===== config.mk =====
export PLATFORM = sky130hd
export DESIGN_NAME = pinseq_player
export DESIGN_NICKNAME = d
export VERILOG_FILES = /design/src/rtl/pinseq_pkg.sv /design/src/rtl/pinseq_fetch.sv /design/src/rtl/pinseq_queue.sv /design/src/rtl/pinseq_timer.sv /design/src/rtl/pinseq_player.sv
export SDC_FILE = /design/constraint.sdc
export NUM_CORES = 1
export LEC_CHECK = 0
export ABC_AREA = 1
export BUFFER_PORTS_ARGS = -buffer_cell sky130_fd_sc_hd__buf_2
export CORE_MARGIN = 2
export CORE_UTILIZATION = 54
export CTS_BUF_LIST = sky130_fd_sc_hd__clkbuf_2 sky130_fd_sc_hd__clkbuf_4 sky130_fd_sc_hd__clkbuf_8
export DETAILED_ROUTE_END_ITERATION = 16
export PLACE_DENSITY = 0.88
export SLEW_MARGIN = 20
export SYNTH_ARGS = -nofsm -noshare
export SYNTH_HDL_FRONTEND = slang
export SYNTH_SLANG_ARGS = --single-unit

===== constraint.sdc =====
create_clock -name clk -period 6.8 [get_ports clk]
set_input_delay 1.36 -clock clk [delete_from_list [all_inputs] [get_ports clk]]
set_output_delay 1.36 -clock clk [all_outputs]
set_load 0.01 [all_outputs]

===== src/rtl/pinseq_pkg.sv =====
package pinseq_pkg;

    localparam int PIN_W     = 32;
    localparam int DLY_W     = 32;
    localparam int REC_W     = PIN_W + DLY_W;
    localparam int REC_BYTES = REC_W / 8;

    // Packed so that the delay sits in the upper half (address +4)
    typedef struct packed {
        logic [DLY_W-1:0] delay;
        logic [PIN_W-1:0] pins;
    } rec_t;

    function automatic rec_t unpack_rec(input logic [REC_W-1:0] word);
        return rec_t'(word);
    endfunction

endpackage


===== src/rtl/pinseq_fetch.sv =====
module pinseq_fetch
    import pinseq_pkg::*;
#(
    parameter int ADDR_W = 16,
    parameter int CNT_W  = 16,
    parameter int QDEPTH = 2,
    localparam int QCW   = $clog2(QDEPTH + 1)
) (
    input  logic              clk,
    input  logic              rst,
    input  logic              load,
    input  logic [ADDR_W-1:0] base,
    input  logic [CNT_W-1:0]  num,
    input  logic [QCW-1:0]    q_count,
    input  logic              pop,
    output logic              rd_en,
    output logic [ADDR_W-1:0] addr,
    output logic              rvalid
);
    localparam int OW = QCW + 1;

    logic [ADDR_W-1:0] addr_q;
    logic [CNT_W-1:0]  left_q;
    logic [OW-1:0]     occ;

    // queue entries plus the read in flight, less the entry leaving now
    assign occ   = {1'b0, q_count} + OW'(rvalid) - OW'(pop);
    assign rd_en = (left_q != '0) && (occ < OW'(QDEPTH));
    assign addr  = addr_q;

    always_ff @(posedge clk) begin
        if (rst) begin
            addr_q <= '0;
            left_q <= '0;
            rvalid <= 1'b0;
        end else begin
            rvalid <= rd_en;
            if (load) begin
                addr_q <= base;
                left_q <= num;
            end else if (rd_en) begin
                addr_q <= addr_q + ADDR_W'(REC_BYTES);
                left_q <= left_q - 1'b1;
            end
        end
    end

    // consecutive requests step by one record
    assert_stride_R2: assert property (@(posedge clk) disable iff (rst)
        (rd_en && !load) |=> (addr == $past(addr) + ADDR_W'(REC_BYTES)));

endmodule


===== src/rtl/pinseq_queue.sv =====
module pinseq_queue
    import pinseq_pkg::*;
#(
    parameter int QDEPTH = 2,
    localparam int QCW   = $clog2(QDEPTH + 1),
    localparam int PW    = (QDEPTH > 1) ? $clog2(QDEPTH) : 1
) (
    input  logic           clk,
    input  logic           rst,
    input  logic           wr_en,
    input  rec_t           wr_data,
    input  logic           rd_en,
    output rec_t           rd_data,
    output logic [QCW-1:0] count
);
    rec_t          slots [QDEPTH];
    logic [PW-1:0] wr_ptr, rd_ptr;

    function automatic logic [PW-1:0] bump(input logic [PW-1:0] p);
        return (p == PW'(QDEPTH - 1)) ? '0 : p + 1'b1;
    endfunction

    assign rd_data = slots[rd_ptr];

    always_ff @(posedge clk) begin
        if (rst) begin
            wr_ptr <= '0;
            rd_ptr <= '0;
            count  <= '0;
        end else begin
            if (wr_en) begin
                slots[wr_ptr] <= wr_data;
                wr_ptr        <= bump(wr_ptr);
            end
            if (rd_en) rd_ptr <= bump(rd_ptr);
            if (wr_en && !rd_en)      count <= count + 1'b1;
            else if (!wr_en && rd_en) count <= count - 1'b1;
        end
    end

    assert_no_overflow_R4: assert property (@(posedge clk) disable iff (rst)
        wr_en |-> (count < QCW'(QDEPTH)));

    assert_no_underflow_R4: assert property (@(posedge clk) disable iff (rst)
        rd_en |-> (count != '0));

endmodule


===== src/rtl/pinseq_timer.sv =====
module pinseq_timer
    import pinseq_pkg::*;
(
    input  logic             clk,
    input  logic             rst,
    input  logic             want,
    input  logic             avail,
    input  rec_t             head,
    output logic             pop,
    output logic             expired,
    output logic [PIN_W-1:0] pins
);
    logic [DLY_W-1:0] cnt;

    assign expired = (cnt == '0);
    assign pop     = want && avail && expired;

    always_ff @(posedge clk) begin
        if (rst) begin
            cnt  <= '0;
            pins <= '0;
        end else if (pop) begin
            pins <= head.pins;
            cnt  <= head.delay;
        end else if (!expired) begin
            cnt <= cnt - 1'b1;
        end
    end

    assert_apply_R4: assert property (@(posedge clk) disable iff (rst)
        pop |=> (pins == $past(head.pins)));

    assert_pins_hold_R5: assert property (@(posedge clk) disable iff (rst)
        !pop |=> $stable(pins));

    assert_wait_R4: assert property (@(posedge clk) disable iff (rst)
        (!expired && !pop) |=> (cnt == $past(cnt) - 1'b1));

endmodule


===== src/rtl/pinseq_player.sv =====
module pinseq_player
    import pinseq_pkg::*;
#(
    parameter int ADDR_W = 16,
    parameter int CNT_W  = 16,
    parameter int QDEPTH = 2
) (
    input  logic              clk,
    input  logic              rst,
    input  logic              start,
    input  logic [ADDR_W-1:0] start_base,
    input  logic [CNT_W-1:0]  start_count,
    output logic              mem_rd_en,
    output logic [ADDR_W-1:0] mem_addr,
    input  logic [REC_W-1:0]  mem_rd_data,
    output logic [PIN_W-1:0]  pins,
    output logic              busy,
    output logic              done,
    output logic              err
);
    localparam int QCW = $clog2(QDEPTH + 1);

    logic             start_ok, fin, want, pop, expired, q_wr;
    logic [QCW-1:0]   q_cnt;
    rec_t             q_head;
    logic [CNT_W-1:0] play_left;

    assign start_ok = start && !busy;
    assign want     = busy && (play_left != '0);
    assign fin      = busy && (play_left == '0) && expired;

    always_ff @(posedge clk) begin
        if (rst) begin
            busy      <= 1'b0;
            done      <= 1'b0;
            err       <= 1'b0;
            play_left <= '0;
        end else begin
            done <= fin;
            if (start_ok) begin
                busy      <= 1'b1;
                play_left <= start_count;
                err       <= 1'b0;
            end else begin
                if (start) err       <= 1'b1;
                if (fin)   busy      <= 1'b0;
                if (pop)   play_left <= play_left - 1'b1;
            end
        end
    end

    pinseq_fetch #(.ADDR_W(ADDR_W), .CNT_W(CNT_W), .QDEPTH(QDEPTH)) u_fetch (
        .clk    (clk),
        .rst    (rst),
        .load   (start_ok),
        .base   (start_base),
        .num    (start_count),
        .q_count(q_cnt),
        .pop    (pop),
        .rd_en  (mem_rd_en),
        .addr   (mem_addr),
        .rvalid (q_wr)
    );

    pinseq_queue #(.QDEPTH(QDEPTH)) u_queue (
        .clk    (clk),
        .rst    (rst),
        .wr_en  (q_wr),
        .wr_data(unpack_rec(mem_rd_data)),
        .rd_en  (pop),
        .rd_data(q_head),
        .count  (q_cnt)
    );

    pinseq_timer u_timer (
        .clk    (clk),
        .rst    (rst),
        .want   (want),
        .avail  (q_cnt != '0),
        .head   (q_head),
        .pop    (pop),
        .expired(expired),
        .pins   (pins)
    );

    assert_start_R3: assert property (@(posedge clk) disable iff (rst)
        (start && !busy) |=> (busy && !err));

    assert_done_pulse_R6: assert property (@(posedge clk) disable iff (rst)
        done |=> !done);

    assert_done_end_R6: assert property (@(posedge clk) disable iff (rst)
        done |-> (!busy && $past(busy)));

    assert_err_cause_R8: assert property (@(posedge clk) disable iff (rst)
        $rose(err) |-> $past(start && busy));

    assert_read_busy_R9: assert property (@(posedge clk) disable iff (rst)
        mem_rd_en |-> busy);

endmodule


==> results.py, run 1 <==
metrics = {
    "outcome": {
        "status": "completed",
    },
    "timing": {
        "timing.clock.skew_ns": 0.02312,
        "rsz0062_at_grt": "false",
        "fin_crit_ns": 5.518,
        "slew-limit-headroom": 0.3500,
        "worst_pin_slew_ns": 0.9749,
        "setup_total_negative_slack_ns": 0,
        "setup_viol": 0,
        "timing.final.crit_share": 0.8115,
        "maxClockFrequency_ghz": 0.1812,
        "post-route-worst-setup-slack_ns": 1.282,
        "hold_viol": 0,
        "report.final.slew_viol_count": 0,
    },
    "synth": {
        "synth_top_area_share": 0.3361,
        "synthMuxAreaShare": 0.03677,
        "synth_simple_gate_area_frac": 0.2330,
        "synth_area_leader_cell": "sky130_fd_sc_hd__edfxtp_1",
        "syn-num-nets": 1380,
        "synth_edf_count": 128,
        "adder_and_majority_gate_portion_of_the_synthesized_area": 0.009410,
        "synth_seq_area_share": 0.5480,
        "synth.yosys.warnings": 0,
        "synth_compound_area_frac": 0.1019,
        "synth_top_flop_cell": "sky130_fd_sc_hd__edfxtp_1",
        "ys_async_sr_fraction": 0,
        "synth_cell_type_count": 44,
        "syn_area_um2": 11430,
        "yosys.area_share.xor_xnor": 0.02068,
        "synth_top_family_by_area": "simple AND/OR/NAND/NOR gates",
        "synth_instances": 1273,
        "synth-seq-cells": 249,
        "synthTopCellsByArea": "sky130_fd_sc_hd__edfxtp_1, sky130_fd_sc_hd__dfxtp_1, sky130_fd_sc_hd__nand2_1",
        "synthesis.area_per_instance_um2": 8.982,
    },
    "routing": {
        "via_to_cell_ratio": 5.434,
        "via_count": 9456,
        "first_pass_iters": 5,
        "drt-total-wl_um": 27840,
        "drcViolationCount": 0,
        "post_drt_wl_per_cell_um": 16.00,
        "drt_first_iter_violations": 732,
        "postRouteAntennaNets": 0,
    },
    "finish": {
        "drive_gt1_frac": 0.2155,
        "layout.cells.most_common": "sky130_fd_sc_hd__nand2_1",
        "area_growth_syn_to_layout_pct": 16.37,
        "mostFrequentLayoutCells": "sky130_fd_sc_hd__nand2_1, sky130_fd_sc_hd__nor2_1, sky130_fd_sc_hd__buf_2",
        "num-nets-final": 1536,
        "final_instance_area_um2": 13310,
        "post_layout_util": 0.6370,
        "fill_cells": 1681,
        "post_layout_nonfiller_instances": 1740,
    },
    "global_routing": {
        "maximum_number_of_pins_on_one_net_before_global_route_repair": 65,
        "number_of_antenna_violations_at_the_first_check_in_global_routing": 3,
        "grt_pass1_wl_um": 44660,
        "grt_pass1_vias": 9175,
        "grt.total_usage": 0.2509,
        "grt_overflow_total": 0,
    },
    "clock_tree": {
        "cts_resized": 0,
        "clkTransAtPathRegs_ns": 0.06,
        "postCtsSetupRepairBufs": 0,
        "numClockSinks": 249,
        "tritoncts": "done",
        "clockBufferDepth": 3,
        "clkLatencyLatePin_ns": 0.56,
        "cts_hold_buf": 0,
        "cts_root_buf": "sky130_fd_sc_hd__clkbuf_8",
        "cts_inserted_buffers": 42,
        "htreeDepth": 2,
    },
    "floorplan": {
        "ios": 151,
        "placement_rows": 53,
        "die_area_um2": 22350,
        "floorplan.die.height_um": 149.5,
        "core_um2": 20890,
        "chipWidth_um": 149.5,
        "effective_utilization_at_floorplan": 0.5474,
    },
    "worst_setup_path": {
        "worst-endpoint-arrival_ns": 4.16,
        "timing.critical_path.from": "play_left[0]",
        "critical_path.max_fanout": 39,
        "path_class": "flip-flop to primary output",
        "reg2reg_from": "play_left[0]",
        "critical_path_launch_point_type": "flip-flop",
        "critical_path_required_ns": 5.44,
        "endpoint_kind": "primary output",
    },
    "placed_design": {
        "globalplace.congestion": 0.9505,
        "pre_cts_ws_ns": 1.886,
        "dpl.cell_count": 1660,
        "port_buffers": 150,
        "post-dp-hpwl_um": 17920,
        "detailed_place.area_um2": 12360,
    },
    "min_path": {
        "min_from": "u_queue.wr_ptr",
        "min-delay-path-class": "flip-flop to flip-flop",
    },
    "power_and_ir_drop": {
        "irDropWorstVdd_v": 0.0002014,
        "total_leakage_power_nw": 5.646,
        "power.density_cell_area_nw_per_um2": 400.0,
    },
    "run": {
        "maxCapViolCount": 0,
    },
}
registers in the layout, indices dropped and copies added, names as in the netlist, 2 cells and up, named ones only:
| register | count |
|---|---|
| u_timer.cnt | 32 |
| u_queue.count | 2 |
| u_fetch.left_q | 16 |
| play_left | 16 |
| u_timer.pins | 32 |
| u_fetch.addr | 16 |
| u_queue.slots | 128 |
cells by family (layout without fill, tap and decap cells):
kind of cell / count (synthesis) / after routing
DFF: 249 / 249
muxes: 42 / 42
adders and majority gates: 8 / 8
and+or+nand+nor: 601 / 601
buffers and inverters: 134 / 323
other: 0 / 3
xor gates and xnor gates: 27 / 27
AOI/OAI and AO/OA: 212 / 212
layer usage:
| layer | part of all wire | global-route usage |
|---|---|---|
| met2 | 0.47 | 0.4241 |
| met5 | 0 | 0 |
| met3 | 0.096 | 0.05976 |
| met1 | 0.41 | 0.3132 |
| met4 | 0.021 | 0.09381 |
worst paths after layout:
kind / cells past startpoint / slack, ns / end
setup / recovery: 16 / 1.28 / mem_rd_en
hold / removal: 2 / 0.47 / u_queue.wr_ptr
setup reg to reg: 18 / 2.23 / u_fetch.left_q[2]
hold reg to reg: 2 / 0.47 / u_queue.wr_ptr
power breakdown:
group	internal [W]	switching, W
registers	0.00184	0.000186
clock network	0.000837	0.000599
logic	0.000631	0.00123
critical path: stages, from the launching register on:
cell	delay (ns)
sky130_fd_sc_hd__dfxtp_1	0.32
sky130_fd_sc_hd__inv_1	0.07
sky130_fd_sc_hd__ha_1	0.24
sky130_fd_sc_hd__nand2_2	0.14
sky130_fd_sc_hd__nor2_4	0.07
sky130_fd_sc_hd__nand2_2	0.11
sky130_fd_sc_hd__nand3b_4	0.25
sky130_fd_sc_hd__nor2_4	0.17
sky130_fd_sc_hd__buf_4	0.39
sky130_fd_sc_hd__ha_1	0.31
sky130_fd_sc_hd__or2_2	0.30
sky130_fd_sc_hd__fa_1	0.48
sky130_fd_sc_hd__o21ai_0	0.08
sky130_fd_sc_hd__a21oi_1	0.23
sky130_fd_sc_hd__nand2_2	0.18
sky130_fd_sc_hd__inv_1	0.12
sky130_fd_sc_hd__buf_2	0.13
cells in the mapped netlist (14+ instances only):
cell                       instances
sky130_fd_sc_hd__inv_1            78
sky130_fd_sc_hd__a21oi_1          67
sky130_fd_sc_hd__nor2_1          165
sky130_fd_sc_hd__xor2_1           15
sky130_fd_sc_hd__o21ai_0          97
sky130_fd_sc_hd__o21ai_1          14
sky130_fd_sc_hd__edfxtp_1        128
sky130_fd_sc_hd__nor2_2           15
sky130_fd_sc_hd__nand3_1          78
sky130_fd_sc_hd__a21oi_2          14
sky130_fd_sc_hd__mux2i_1          42
sky130_fd_sc_hd__nand2_1         282
sky130_fd_sc_hd__dfxtp_1         121
sky130_fd_sc_hd__clkbuf_1         22
cell type report:
cell class,instances,area [um2],share of cell area
multi-input combinational,890,4606,0.3461
antenna,3,7.507,0.0005642
tap,275,344.1,0.02586
inverter,87,326.6,0.02454
clock buffer,71,858.3,0.06450
timing repair buffer,159,818.3,0.06150
clock inverter,6,76.32,0.005736
sequential,249,6270,0.4712
stage by stage:
| step | hold slack (ns) | power [W] |
|---|---|---|
| finish | 0.4713 | 0.005323 |
| global route | 0.5078 | 0.005681 |
| CTS | 0.4752 | 0.005322 |
| detailed placement | 0.4666 | 0.003875 |
| global placement | 0.4510 | 0.003815 |
| floorplan | 0.4435 | 0.003452 |
No activity file was read; power rests on OpenSTA's default activity.
==> inputs of run 2 (changes only) <==
--- a/config.mk
+++ b/config.mk
@@ -8,10 +8,10 @@
 export ABC_AREA = 1
 export BUFFER_PORTS_ARGS = -buffer_cell sky130_fd_sc_hd__buf_2
 export CORE_MARGIN = 2
-export CORE_UTILIZATION = 54
+export CORE_UTILIZATION = 60
 export CTS_BUF_LIST = sky130_fd_sc_hd__clkbuf_2 sky130_fd_sc_hd__clkbuf_4 sky130_fd_sc_hd__clkbuf_8
 export DETAILED_ROUTE_END_ITERATION = 16
-export PLACE_DENSITY = 0.88
+export PLACE_DENSITY = 0.92
 export SLEW_MARGIN = 20
 export SYNTH_ARGS = -nofsm -noshare
 export SYNTH_HDL_FRONTEND = slang
==> constraint.sdc (replaced) <==
create_clock -name clk -period 5.3 [get_ports clk]
set_input_delay 1.06 -clock clk [delete_from_list [all_inputs] [get_ports clk]]
set_output_delay 1.06 -clock clk [all_outputs]
set_load 0.01 [all_outputs]
==> results.py, run 2 (synthesized netlist as in run 1, its figures left out) <==
metrics = {
    "timing": {
        "fin_crit_ns": 4.706,
        "timing.final.crit_share": 0.8880,
        "hold_viol": 0,
        "worst_pin_slew_ns": 1.094,
        "post-route-worst-setup-slack_ns": 0.5936,
        "timing.clock.skew_ns": 0.01587,
        "hold_ws_ns": 0.4647,
        "setup_total_negative_slack_ns": 0,
        "setup_viol": 0,
        "slew-limit-headroom": 0.2662,
        "report.final.slew_viol_count": 0,
        "rsz0062_at_grt": "false",
        "maxClockFrequency_ghz": 0.2125,
    },
    "worst_setup_path": {
        "path_class": "flip-flop to primary output",
        "cp_cell_sequence": "inv_1, ha_1, nand2_2, nor2_4, nand2_2, nand3b_4, nor2_4, ha_1, or2_2, fa_1, o21ai_0, a21oi_1, nand2_2, inv_1, buf_2",
        "critical_path_launch_point_type": "flip-flop",
        "critical_path.max_fanout": 18,
        "timing.reg2reg.setup_slack_ns": 1.20,
        "crit_path_top_delay_cell": "sky130_fd_sc_hd__fa_1",
        "timing.critical_path.from": "play_left[0]",
        "reg2reg_from": "play_left[0]",
        "critPathMostFrequentCell": "sky130_fd_sc_hd__nand2_2",
        "worst_path_largest_cell_delay_ns": 0.48,
        "endpoint_kind": "primary output",
        "critical_path_required_ns": 4.24,
        "critPathCapture": "mem_rd_en",
        "worstReg2RegEnd": "u_fetch.addr[6]",
        "timing.reg2reg.worst_path_depth": 17,
        "worst-endpoint-arrival_ns": 3.65,
    },
    "finish": {
        "area_growth_syn_to_layout_pct": 15.06,
        "largest_register_ffs": 128,
        "reg.largest.list": "u_queue.slots x128, u_timer.cnt x32, u_timer.pins x32",
        "post_layout_util": 0.7033,
        "largest_register": "u_queue.slots",
        "mostFrequentLayoutCells": "sky130_fd_sc_hd__nand2_1, sky130_fd_sc_hd__nor2_1, sky130_fd_sc_hd__buf_2",
        "fill_cells": 1303,
        "drive_gt1_frac": 0.2109,
        "layout.cells.most_common": "sky130_fd_sc_hd__nand2_1",
        "num-nets-final": 1533,
    },
    "clock_tree": {
        "numClockSinks": 249,
        "cts_root_buf": "sky130_fd_sc_hd__clkbuf_8",
        "postCtsSetupRepairBufs": 0,
        "cts_inserted_buffers": 40,
        "tritoncts": "done",
        "cts_resized": 0,
        "cts_hold_buf": 0,
        "htreeDepth": 2,
        "clockBufferDepth": 3,
        "clkLatencyLatePin_ns": 0.55,
        "clkTransAtPathRegs_ns": 0.06,
    },
    "routing": {
        "first_pass_iters": 7,
        "via_count": 9626,
        "post_drt_wl_per_cell_um": 16.28,
        "drt-total-wl_um": 27540,
        "via_to_cell_ratio": 5.689,
        "postRouteAntennaNets": 0,
        "drt_first_iter_violations": 901,
        "drcViolationCount": 0,
    },
    "floorplan": {
        "core_um2": 18710,
        "effective_utilization_at_floorplan": 0.6113,
        "die_area_um2": 20180,
        "floorplan.die.height_um": 142.1,
        "chipWidth_um": 142.1,
        "placement_rows": 50,
        "ios": 151,
    },
    "power_and_ir_drop": {
        "power_frac_clock": 0.256,
        "power_w": 0.006713,
        "irDropWorstVdd_v": 0.0003202,
        "seq_power_share": 0.389,
        "power_switching_w": 0.002583,
        "power_internal_w": 0.004130,
        "power.density_cell_area_nw_per_um2": 510.2,
        "total_leakage_power_nw": 5.599,
        "pwr-share-comb": 0.355,
        "switching_share": 0.3848,
    },
    "placed_design": {
        "pre_cts_ws_ns": 1.216,
        "port_buffers": 150,
        "post-dp-hpwl_um": 17810,
        "globalplace.congestion": 0.9651,
    },
    "global_routing": {
        "maximum_number_of_pins_on_one_net_before_global_route_repair": 65,
        "gr-max-usage-layer": "met2",
        "grt_use_met1": 0.3520,
        "number_of_antenna_violations_at_the_first_check_in_global_routing": 2,
        "grt_overflow_total": 0,
        "grt_use_met3": 0.05956,
        "met2_routing_resource_usage_after_global_routing": 0.4536,
        "grt_pass1_wl_um": 44270,
        "grt_pass1_vias": 9162,
        "grt.total_usage": 0.2737,
    },
    "min_path": {
        "timing.hold.worst_path_depth": 2,
        "min-delay-path-class": "flip-flop to flip-flop",
        "min_from": "u_queue.wr_ptr",
    },
    "outcome": {
        "status": "completed",
    },
    "run": {
        "maxCapViolCount": 0,
    },
}
-- run 2: critical path: cells and delay by family, from the launching register on --
kind / cells / cell delay [ns]
and+or+nand+nor: 7 / 1.22
AOI/OAI and AO/OA: 2 / 0.23
DFF: 1 / 0.35
adders and majority gates: 3 / 0.96
buffers and inverters: 3 / 0.32
-- run 2: final cells by class --
cell class | instances | area (um2) | share of cell area
antenna | 2 | 5.005 | 0.0003804
tap | 234 | 292.8 | 0.02225
multi-input combinational | 890 | 4612 | 0.3505
inverter | 87 | 326.6 | 0.02482
sequential | 249 | 6267 | 0.4764
clock buffer | 62 | 753.2 | 0.05725
clock inverter | 10 | 88.84 | 0.006752
timing repair buffer | 158 | 810.8 | 0.06163
-- run 2: power by group through the flow --
stage / Clock [W] / Combinational (W) / Sequential (W)
floorplan: 0 / 0.00183 / 0.00260
finish: 0.00172 / 0.00238 / 0.00261
detailed placement: 0 / 0.00233 / 0.00263
global placement: 0 / 0.00225 / 0.00262
global route: 0.00182 / 0.00269 / 0.00264
CTS: 0.00174 / 0.00235 / 0.00260
-- run 2: per-stage QoR --
| stage | cell area (um2) | std cells |
|---|---|---|
| floorplan | 11440 | 1273 |
| global placement | 12310 | 1618 |
| detailed placement | 12310 | 1618 |
| CTS | 13150 | 1690 |
| global route | 13160 | 1692 |
| finish | 13160 | 1692 |
-- run 2: worst min path at each step --
| stage | end | slack, ns |
|---|---|---|
| 5_1_grt | u_queue.wr_ptr | 0.50 |
| 4_1_cts | u_queue.wr_ptr | 0.47 |
| 6_report | u_queue.wr_ptr | 0.46 |
| 3_3_place_gp | u_queue.wr_ptr | 0.45 |
| 2_1_floorplan | u_queue.wr_ptr | 0.44 |
| 3_5_place_dp | u_queue.wr_ptr | 0.46 |
-- run 2: routing by layer --
metal / wire [um] / share of wire
met2: 13180 / 0.48
met5: 0 / 0
met4: 688 / 0.025
met1: 11060 / 0.40
met3: 2613 / 0.095
